`config.mk`:
```
export PLATFORM = sky130hd
export DESIGN_NAME = mode_banked_regfile
export DESIGN_NICKNAME = d
export VERILOG_FILES = /design/src/rtl/mrf_pkg.sv /design/src/rtl/mrf_mode_fsm.sv /design/src/rtl/mrf_gpr_store.sv /design/src/rtl/mrf_spsr_file.sv /design/src/rtl/mode_banked_regfile.sv
export SDC_FILE = /design/constraint.sdc
export NUM_CORES = 2
export LEC_CHECK = 0
export BUFFER_PORTS_ARGS = -buffer_cell sky130_fd_sc_hd__buf_2
export CORE_MARGIN = 2
export CORE_UTILIZATION = 40
export DETAILED_ROUTE_END_ITERATION = 10
export PLACE_DENSITY = 0.53
export SYNTH_ARGS = -nofsm -noshare
export SYNTH_HDL_FRONTEND = slang
export SYNTH_SLANG_ARGS = --single-unit
```
`constraint.sdc`:
```
create_clock -name clk -period 6.3 [get_ports clk]
set_clock_uncertainty 0.1 [all_clocks]
set_input_delay 0 -clock clk [delete_from_list [all_inputs] [get_ports clk]]
set_output_delay 0 -clock clk [all_outputs]
set_load 0.03 [all_outputs]
```
`src/rtl/mrf_pkg.sv`:
```
package mrf_pkg;

    typedef enum logic [4:0] {
        MD_USR = 5'b10000,
        MD_FIQ = 5'b10001,
        MD_IRQ = 5'b10010,
        MD_SVC = 5'b10011,
        MD_ABT = 5'b10111,
        MD_UND = 5'b11011,
        MD_SYS = 5'b11111
    } mode_e;

    localparam int NBANK = 6;
    localparam int BANKW = $clog2(NBANK);
    typedef logic [BANKW-1:0] bank_t;

    localparam bank_t BK_COMMON = bank_t'(0);
    localparam bank_t BK_FIQ    = bank_t'(1);

    // Illegal codes fall back to USR so no bank is ever chosen by garbage.
    function automatic mode_e decode_mode(input logic [4:0] code);
        mode_e m;
        case (code)
            5'b10001: m = MD_FIQ;
            5'b10010: m = MD_IRQ;
            5'b10011: m = MD_SVC;
            5'b10111: m = MD_ABT;
            5'b11011: m = MD_UND;
            5'b11111: m = MD_SYS;
            default:  m = MD_USR;
        endcase
        return m;
    endfunction

    function automatic bank_t bank_of(input mode_e m);
        bank_t b;
        unique case (m)
            MD_USR, MD_SYS: b = bank_t'(0);
            MD_FIQ:         b = bank_t'(1);
            MD_IRQ:         b = bank_t'(2);
            MD_SVC:         b = bank_t'(3);
            MD_ABT:         b = bank_t'(4);
            MD_UND:         b = bank_t'(5);
            default:        b = bank_t'(0);
        endcase
        return b;
    endfunction

endpackage

```
`src/rtl/mrf_mode_fsm.sv`:
```
module mrf_mode_fsm
    import mrf_pkg::*;
(
    input  logic        clk,
    input  logic        rst_n,
    input  logic        req,
    input  logic [4:0]  req_code,
    output mode_e       cur_mode,
    output bank_t       cur_bank,
    output bank_t       new_bank,
    output logic        switch_en
);

    mode_e state_q;
    mode_e req_mode;
    mode_e state_d;

    // Transition selection: SWITCH when the target differs, HOLD otherwise.
    always_comb begin
        req_mode  = decode_mode(req_code);
        switch_en = req && (req_mode != state_q);
        state_d   = switch_en ? req_mode : state_q;
    end

    always_ff @(posedge clk) begin
        if (!rst_n) state_q <= MD_SYS;
        else        state_q <= state_d;
    end

    always_comb begin
        cur_mode = state_q;
        cur_bank = bank_of(state_q);
        new_bank = bank_of(req_mode);
    end

    logic req_legal;
    always_comb req_legal = req_code inside {5'b10000, 5'b10001, 5'b10010, 5'b10011,
                                             5'b10111, 5'b11011, 5'b11111};

    p_legal_req_lands_r2: assert property (@(posedge clk) disable iff (!rst_n)
        (req && req_legal) |=> (state_q == mode_e'($past(req_code))));

    p_illegal_to_usr_r8: assert property (@(posedge clk) disable iff (!rst_n)
        (req && !req_legal) |=> (state_q == MD_USR));

    p_idle_holds_r6: assert property (@(posedge clk) disable iff (!rst_n)
        !req |=> $stable(state_q));

endmodule

```
`src/rtl/mrf_gpr_store.sv`:
```
module mrf_gpr_store
    import mrf_pkg::*;
#(
    parameter int XLEN = 32,
    parameter int NRD  = 2,
    parameter int IDXW = 4
) (
    input  logic                           clk,
    input  logic                           rst_n,
    input  bank_t                          bank,
    input  logic [XLEN-1:0]                pc,
    input  logic [NRD-1:0][IDXW-1:0]       rd_idx,
    output logic [NRD-1:0][XLEN-1:0]       rd_data,
    input  logic                           wr_en,
    input  logic [IDXW-1:0]                wr_idx,
    input  logic [XLEN-1:0]                wr_data
);

    localparam int NLOW  = 8;
    localparam int NHI   = 5;
    localparam int HI_LO = NLOW;
    localparam int SP_IX = NLOW + NHI;
    localparam int LR_IX = SP_IX + 1;

    logic [XLEN-1:0] low_q    [NLOW];
    logic [XLEN-1:0] hi_com_q [NHI];
    logic [XLEN-1:0] hi_fiq_q [NHI];
    logic [XLEN-1:0] sp_q     [NBANK];
    logic [XLEN-1:0] lr_q     [NBANK];

    logic in_fiq;
    always_comb in_fiq = (bank == BK_FIQ);

    function automatic logic [XLEN-1:0] peek(input logic [IDXW-1:0] idx);
        logic [IDXW-1:0] off;
        logic [XLEN-1:0] v;
        off = idx - IDXW'(HI_LO);
        if (int'(idx) < NLOW)        v = low_q[idx[2:0]];
        else if (int'(idx) < SP_IX)  v = in_fiq ? hi_fiq_q[off[2:0]] : hi_com_q[off[2:0]];
        else if (int'(idx) == SP_IX) v = sp_q[bank];
        else if (int'(idx) == LR_IX) v = lr_q[bank];
        else                         v = pc;
        return v;
    endfunction

    for (genvar p = 0; p < NRD; p++) begin : g_rd
        always_comb rd_data[p] = peek(rd_idx[p]);
    end

    logic [IDXW-1:0] wr_off;
    always_comb wr_off = wr_idx - IDXW'(HI_LO);

    always_ff @(posedge clk) begin
        if (!rst_n) begin
            for (int i = 0; i < NLOW; i++) low_q[i] <= '0;
            for (int i = 0; i < NHI; i++) begin
                hi_com_q[i] <= '0;
                hi_fiq_q[i] <= '0;
            end
            for (int i = 0; i < NBANK; i++) begin
                sp_q[i] <= '0;
                lr_q[i] <= '0;
            end
        end else if (wr_en) begin
            // bank is the mode before any same-cycle switch
            if (int'(wr_idx) < NLOW)       low_q[wr_idx[2:0]] <= wr_data;
            else if (int'(wr_idx) < SP_IX) begin
                if (in_fiq) hi_fiq_q[wr_off[2:0]] <= wr_data;
                else        hi_com_q[wr_off[2:0]] <= wr_data;
            end
            else if (int'(wr_idx) == SP_IX) sp_q[bank] <= wr_data;
            else if (int'(wr_idx) == LR_IX) lr_q[bank] <= wr_data;
        end
    end

    p_low_write_lands_r5: assert property (@(posedge clk) disable iff (!rst_n)
        (wr_en && int'(wr_idx) < NLOW) |=> (low_q[$past(wr_idx[2:0])] == $past(wr_data)));

endmodule

```
`src/rtl/mrf_spsr_file.sv`:
```
module mrf_spsr_file
    import mrf_pkg::*;
#(
    parameter int XLEN = 32
) (
    input  logic            clk,
    input  logic            rst_n,
    input  logic            we,
    input  bank_t           wbank,
    input  logic [XLEN-1:0] wdata,
    input  bank_t           rbank,
    input  logic [XLEN-1:0] cpsr,
    output logic [XLEN-1:0] rdata
);

    localparam int NSAVED = NBANK - 1;

    logic [XLEN-1:0] saved_q [NSAVED];
    bank_t wslot, rslot;

    always_comb begin
        wslot = wbank - bank_t'(1);
        rslot = rbank - bank_t'(1);
        rdata = (rbank == BK_COMMON) ? cpsr : saved_q[rslot];
    end

    always_ff @(posedge clk) begin
        if (!rst_n) begin
            for (int i = 0; i < NSAVED; i++) saved_q[i] <= '0;
        end else if (we) begin
            saved_q[wslot] <= wdata;
        end
    end

    p_capture_r7: assert property (@(posedge clk) disable iff (!rst_n)
        we |=> (saved_q[$past(wslot)] == $past(wdata)));

endmodule

```
`src/rtl/mode_banked_regfile.sv`:
```
module mode_banked_regfile
    import mrf_pkg::*;
#(
    parameter int          XLEN       = 32,
    parameter logic [31:0] CPSR_RESET = 32'h6000001F
) (
    input  logic            clk,
    input  logic            rst_n,
    input  logic [3:0]      rd0_idx,
    output logic [XLEN-1:0] rd0_data,
    input  logic [3:0]      rd1_idx,
    output logic [XLEN-1:0] rd1_data,
    input  logic            wr_en,
    input  logic [3:0]      wr_idx,
    input  logic [XLEN-1:0] wr_data,
    input  logic [XLEN-1:0] pc_in,
    input  logic            mode_req,
    input  logic [4:0]      mode_code,
    output logic [XLEN-1:0] cpsr_q,
    output logic [XLEN-1:0] spsr_q
);

    localparam int NRD = 2;
    localparam logic [XLEN-6:0] CPSR_HI = CPSR_RESET[XLEN-1:5];

    mode_e cur_mode;
    bank_t cur_bank, new_bank;
    logic  switch_en;

    mrf_mode_fsm i_fsm (
        .clk       (clk),
        .rst_n     (rst_n),
        .req       (mode_req),
        .req_code  (mode_code),
        .cur_mode  (cur_mode),
        .cur_bank  (cur_bank),
        .new_bank  (new_bank),
        .switch_en (switch_en)
    );

    always_comb cpsr_q = {CPSR_HI, cur_mode};

    logic [NRD-1:0][3:0]      rd_idx;
    logic [NRD-1:0][XLEN-1:0] rd_data;
    always_comb begin
        rd_idx[0] = rd0_idx;
        rd_idx[1] = rd1_idx;
        rd0_data  = rd_data[0];
        rd1_data  = rd_data[1];
    end

    mrf_gpr_store #(.XLEN(XLEN), .NRD(NRD), .IDXW(4)) i_gpr (
        .clk     (clk),
        .rst_n   (rst_n),
        .bank    (cur_bank),
        .pc      (pc_in),
        .rd_idx  (rd_idx),
        .rd_data (rd_data),
        .wr_en   (wr_en),
        .wr_idx  (wr_idx),
        .wr_data (wr_data)
    );

    logic spsr_we;
    always_comb spsr_we = switch_en && (new_bank != BK_COMMON);

    mrf_spsr_file #(.XLEN(XLEN)) i_spsr (
        .clk   (clk),
        .rst_n (rst_n),
        .we    (spsr_we),
        .wbank (new_bank),
        .wdata (cpsr_q),
        .rbank (cur_bank),
        .cpsr  (cpsr_q),
        .rdata (spsr_q)
    );

    p_hi_bits_fixed_r2: assert property (@(posedge clk) disable iff (!rst_n)
        cpsr_q[XLEN-1:5] == CPSR_HI);

endmodule

```
==> reports/results.ini <==
[outcome]
outcome = completed

[finish]
multi_input_area_mm2 = 0.02499
layout.nets = 4815
syn_to_final_growth_pct = 13.09
drive_gt1_share_pct = 21.32
finalInstanceArea_mm2 = 0.07010
final_common_cell = edfxtp_1
regArea_mm2 = 0.03575
stdcell_count = 6874
final_cell_mix = edfxtp_1, and2_1, mux4_2
nFillCells = 13790

[global_routing]
grt_max_degree = 126
grt_pass1_vias = 40190
grt_pass1_wl_mm = 309.1
antenna_found_initial = 16
grt_use_total_pct = 27.68
overflow = 0

[synth]
synth_flop_cell = edfxtp_1
syn-cell-area_mm2 = 0.06198
synth-seq-cells = 1193
yosys_warnings = 0
synth_cells = 4517
seq_area_frac_synth_pct = 57.65
async_flop_share_pct = 0
ys_types = 64
synth_edf_count = 1184
syn_area_per_cell_um2 = 13.72

[routing]
drc = 0
vias_per_cell = 6.013
drt-wirelength-per-cell_um = 31.92
first_pass_iters = 6
ant_nets = 0
totalWireLength_mm = 219.4
drt-initial-drc-count = 5218
vias = 41340

[clock_tree]
clk_latency_ps = 790
root_buffer = clkbuf_16
clk_pin_slew_ps = 60
cts_resized = 0
tritoncts = yes
ctsHtreeMaxLevel = 4
postCtsSetupRepairBufs = 0
cts_sinks = 1193
holdBufCountCts = 48
cts_made_buffers = 137
cts.path.max_buffers = 3

[sta]
slew-limit-headroom_pct = 20.68
drv_slew = 0
hold_viol_final = 0
whs_ps = 71.83
fin_crit_ps = 5193
max_clock_freq_mhz = 192.6
worstMarginPinSlew_ps = 1190
fin_crit_sh_pct = 82.43
tns_ps = 0
setup_viol = 0
rsz0062_at_grt = no

[min_path]
hold_class = in2reg
hold_path_depth = 4

[placement]
dp_hpwl_mm = 135.7
dpl.cell_count = 6581
place_congestion = 0.9198
post_dp_cell_area_mm2 = 0.06535
numPortBuffers = 159

[setup_path]
reg2regPathDepth = 9
endpoint_kind = output port
worstPathRequired_ps = 6200
criticalPathCategory = reg2out
startpoint_type = flip-flop
critical_path_arrival_ps = 5090
crit_path_max_fanout = 52

[power]
vdd_drop_max_mv = 0.2656
power_density_mw_per_mm2 = 283.2
p_leak_nw = 25.43
power_mw = 19.85

[floorplan]
die-area_mm2 = 0.1581
core_mm2 = 0.1540
start_util_pct = 40.24
io_pins = 213
std_cell_rows = 144
die_w_um = 397.6
die_h_um = 397.6

[run]
drv_cap = 0

## through the flow
stage,worst slack [ps],utilization (%)
2_1_floorplan,1202,-
3_3_place_gp,1835,42.42
3_5_place_dp,1793,42.42
5_1_grt,749.8,45.50
6_report,1107,45.51
4_1_cts,1072,45.48
## cell type report
type | instances | share of cell area (%)
clock buffers | 175 | 5.214
clock inverters | 65 | 0.8210
repair buffers | 325 | 3.288
flip-flops and latches | 1193 | 50.99
multi-input cells | 2999 | 35.65
inverters | 69 | 0.3713
well taps | 2044 | 3.648
diodes | 4 | 0.01428
## critical path: stages (launching register included)
cell and delay [ps]:
dfxtp_4 340, buf_4 540, nor2b_1 360, o21ai_2 190
nand2_8 370, buf_4 650, mux4_2 640, a31oi_1 560
o21ai_1 290, buf_2 260
## per-layer routing
metal / up-vias / share of wire (%) / track usage (%) / wire length (um)
met3: 357 / 10 / 6.811 / 22750
met5: - / 0.027 / 0 / 59
li1: 17340 / - / - / -
met1: 21480 / 41 / 38.48 / 89360
met4: 10 / 3.1 / 8.543 / 6855
met2: 2148 / 46 / 42.89 / 100400
## power by group
part           switching (mW)  total, mW  internal, mW
combinational            1.90       2.83         0.931
clock                    3.33       7.76          4.43
sequential              0.157       9.26          9.11
## state kept, by name, summed over array words and instances, names as in the netlist
| name | flops |
|---|---|
| i_fsm.cur_mode | 4 |
| i_spsr.saved_q | 37 |
| i_gpr.hi_fiq_q | 256 |
| i_gpr.low_q | 256 |
| i_gpr.hi_com_q | 256 |
| i_gpr.lr_q | 192 |
| i_gpr.sp_q | 192 |
## path summary, 6_finish.rpt
path | end | slack, ps | start
max | rd1_data[16] | 1110 | i_fsm.cur_mode[3]
max reg2reg | i_gpr.hi_fiq_q[0][1] | 1860 | i_fsm.cur_mode[3]
min reg2reg | i_spsr.saved_q[0][5] | 360 | i_spsr.saved_q[0][5]
min | i_gpr.hi_fiq_q[0][12] | 70 | wr_idx[0]
## synthesized netlist by cell type (66+ instances only)
cell type | n | area share, %
nand2b_1 | 72 | 0.73
edfxtp_1 | 1184 | 57
mux4_2 | 410 | 15
buf_2 | 95 | 0.77
nor2_1 | 330 | 2.0
a21oi_1 | 135 | 1.1
and2_1 | 718 | 7.2
buf_4 | 66 | 0.80
clkbuf_1 | 300 | 1.8
mux2_2 | 80 | 1.5
o21ai_0 | 125 | 1.0
inv_1 | 68 | 0.41
o22ai_1 | 117 | 1.2
nand2_1 | 155 | 0.94
## cell families after synthesis
family                   count (synthesis)  synth area share, %
AO/OA/AOI/OAI                          735                7.842
AND/OR/NAND/NOR                       1463                12.97
other                                    2              0.01212
XOR/XNOR                                 3              0.04240
multiplexers                           548                17.29
buffers and inverters                  568                4.094
flip-flops                            1193                57.65
adder cells (fa/ha/maj)                  5               0.1009
No activity file was read; power rests on OpenSTA's default activity.
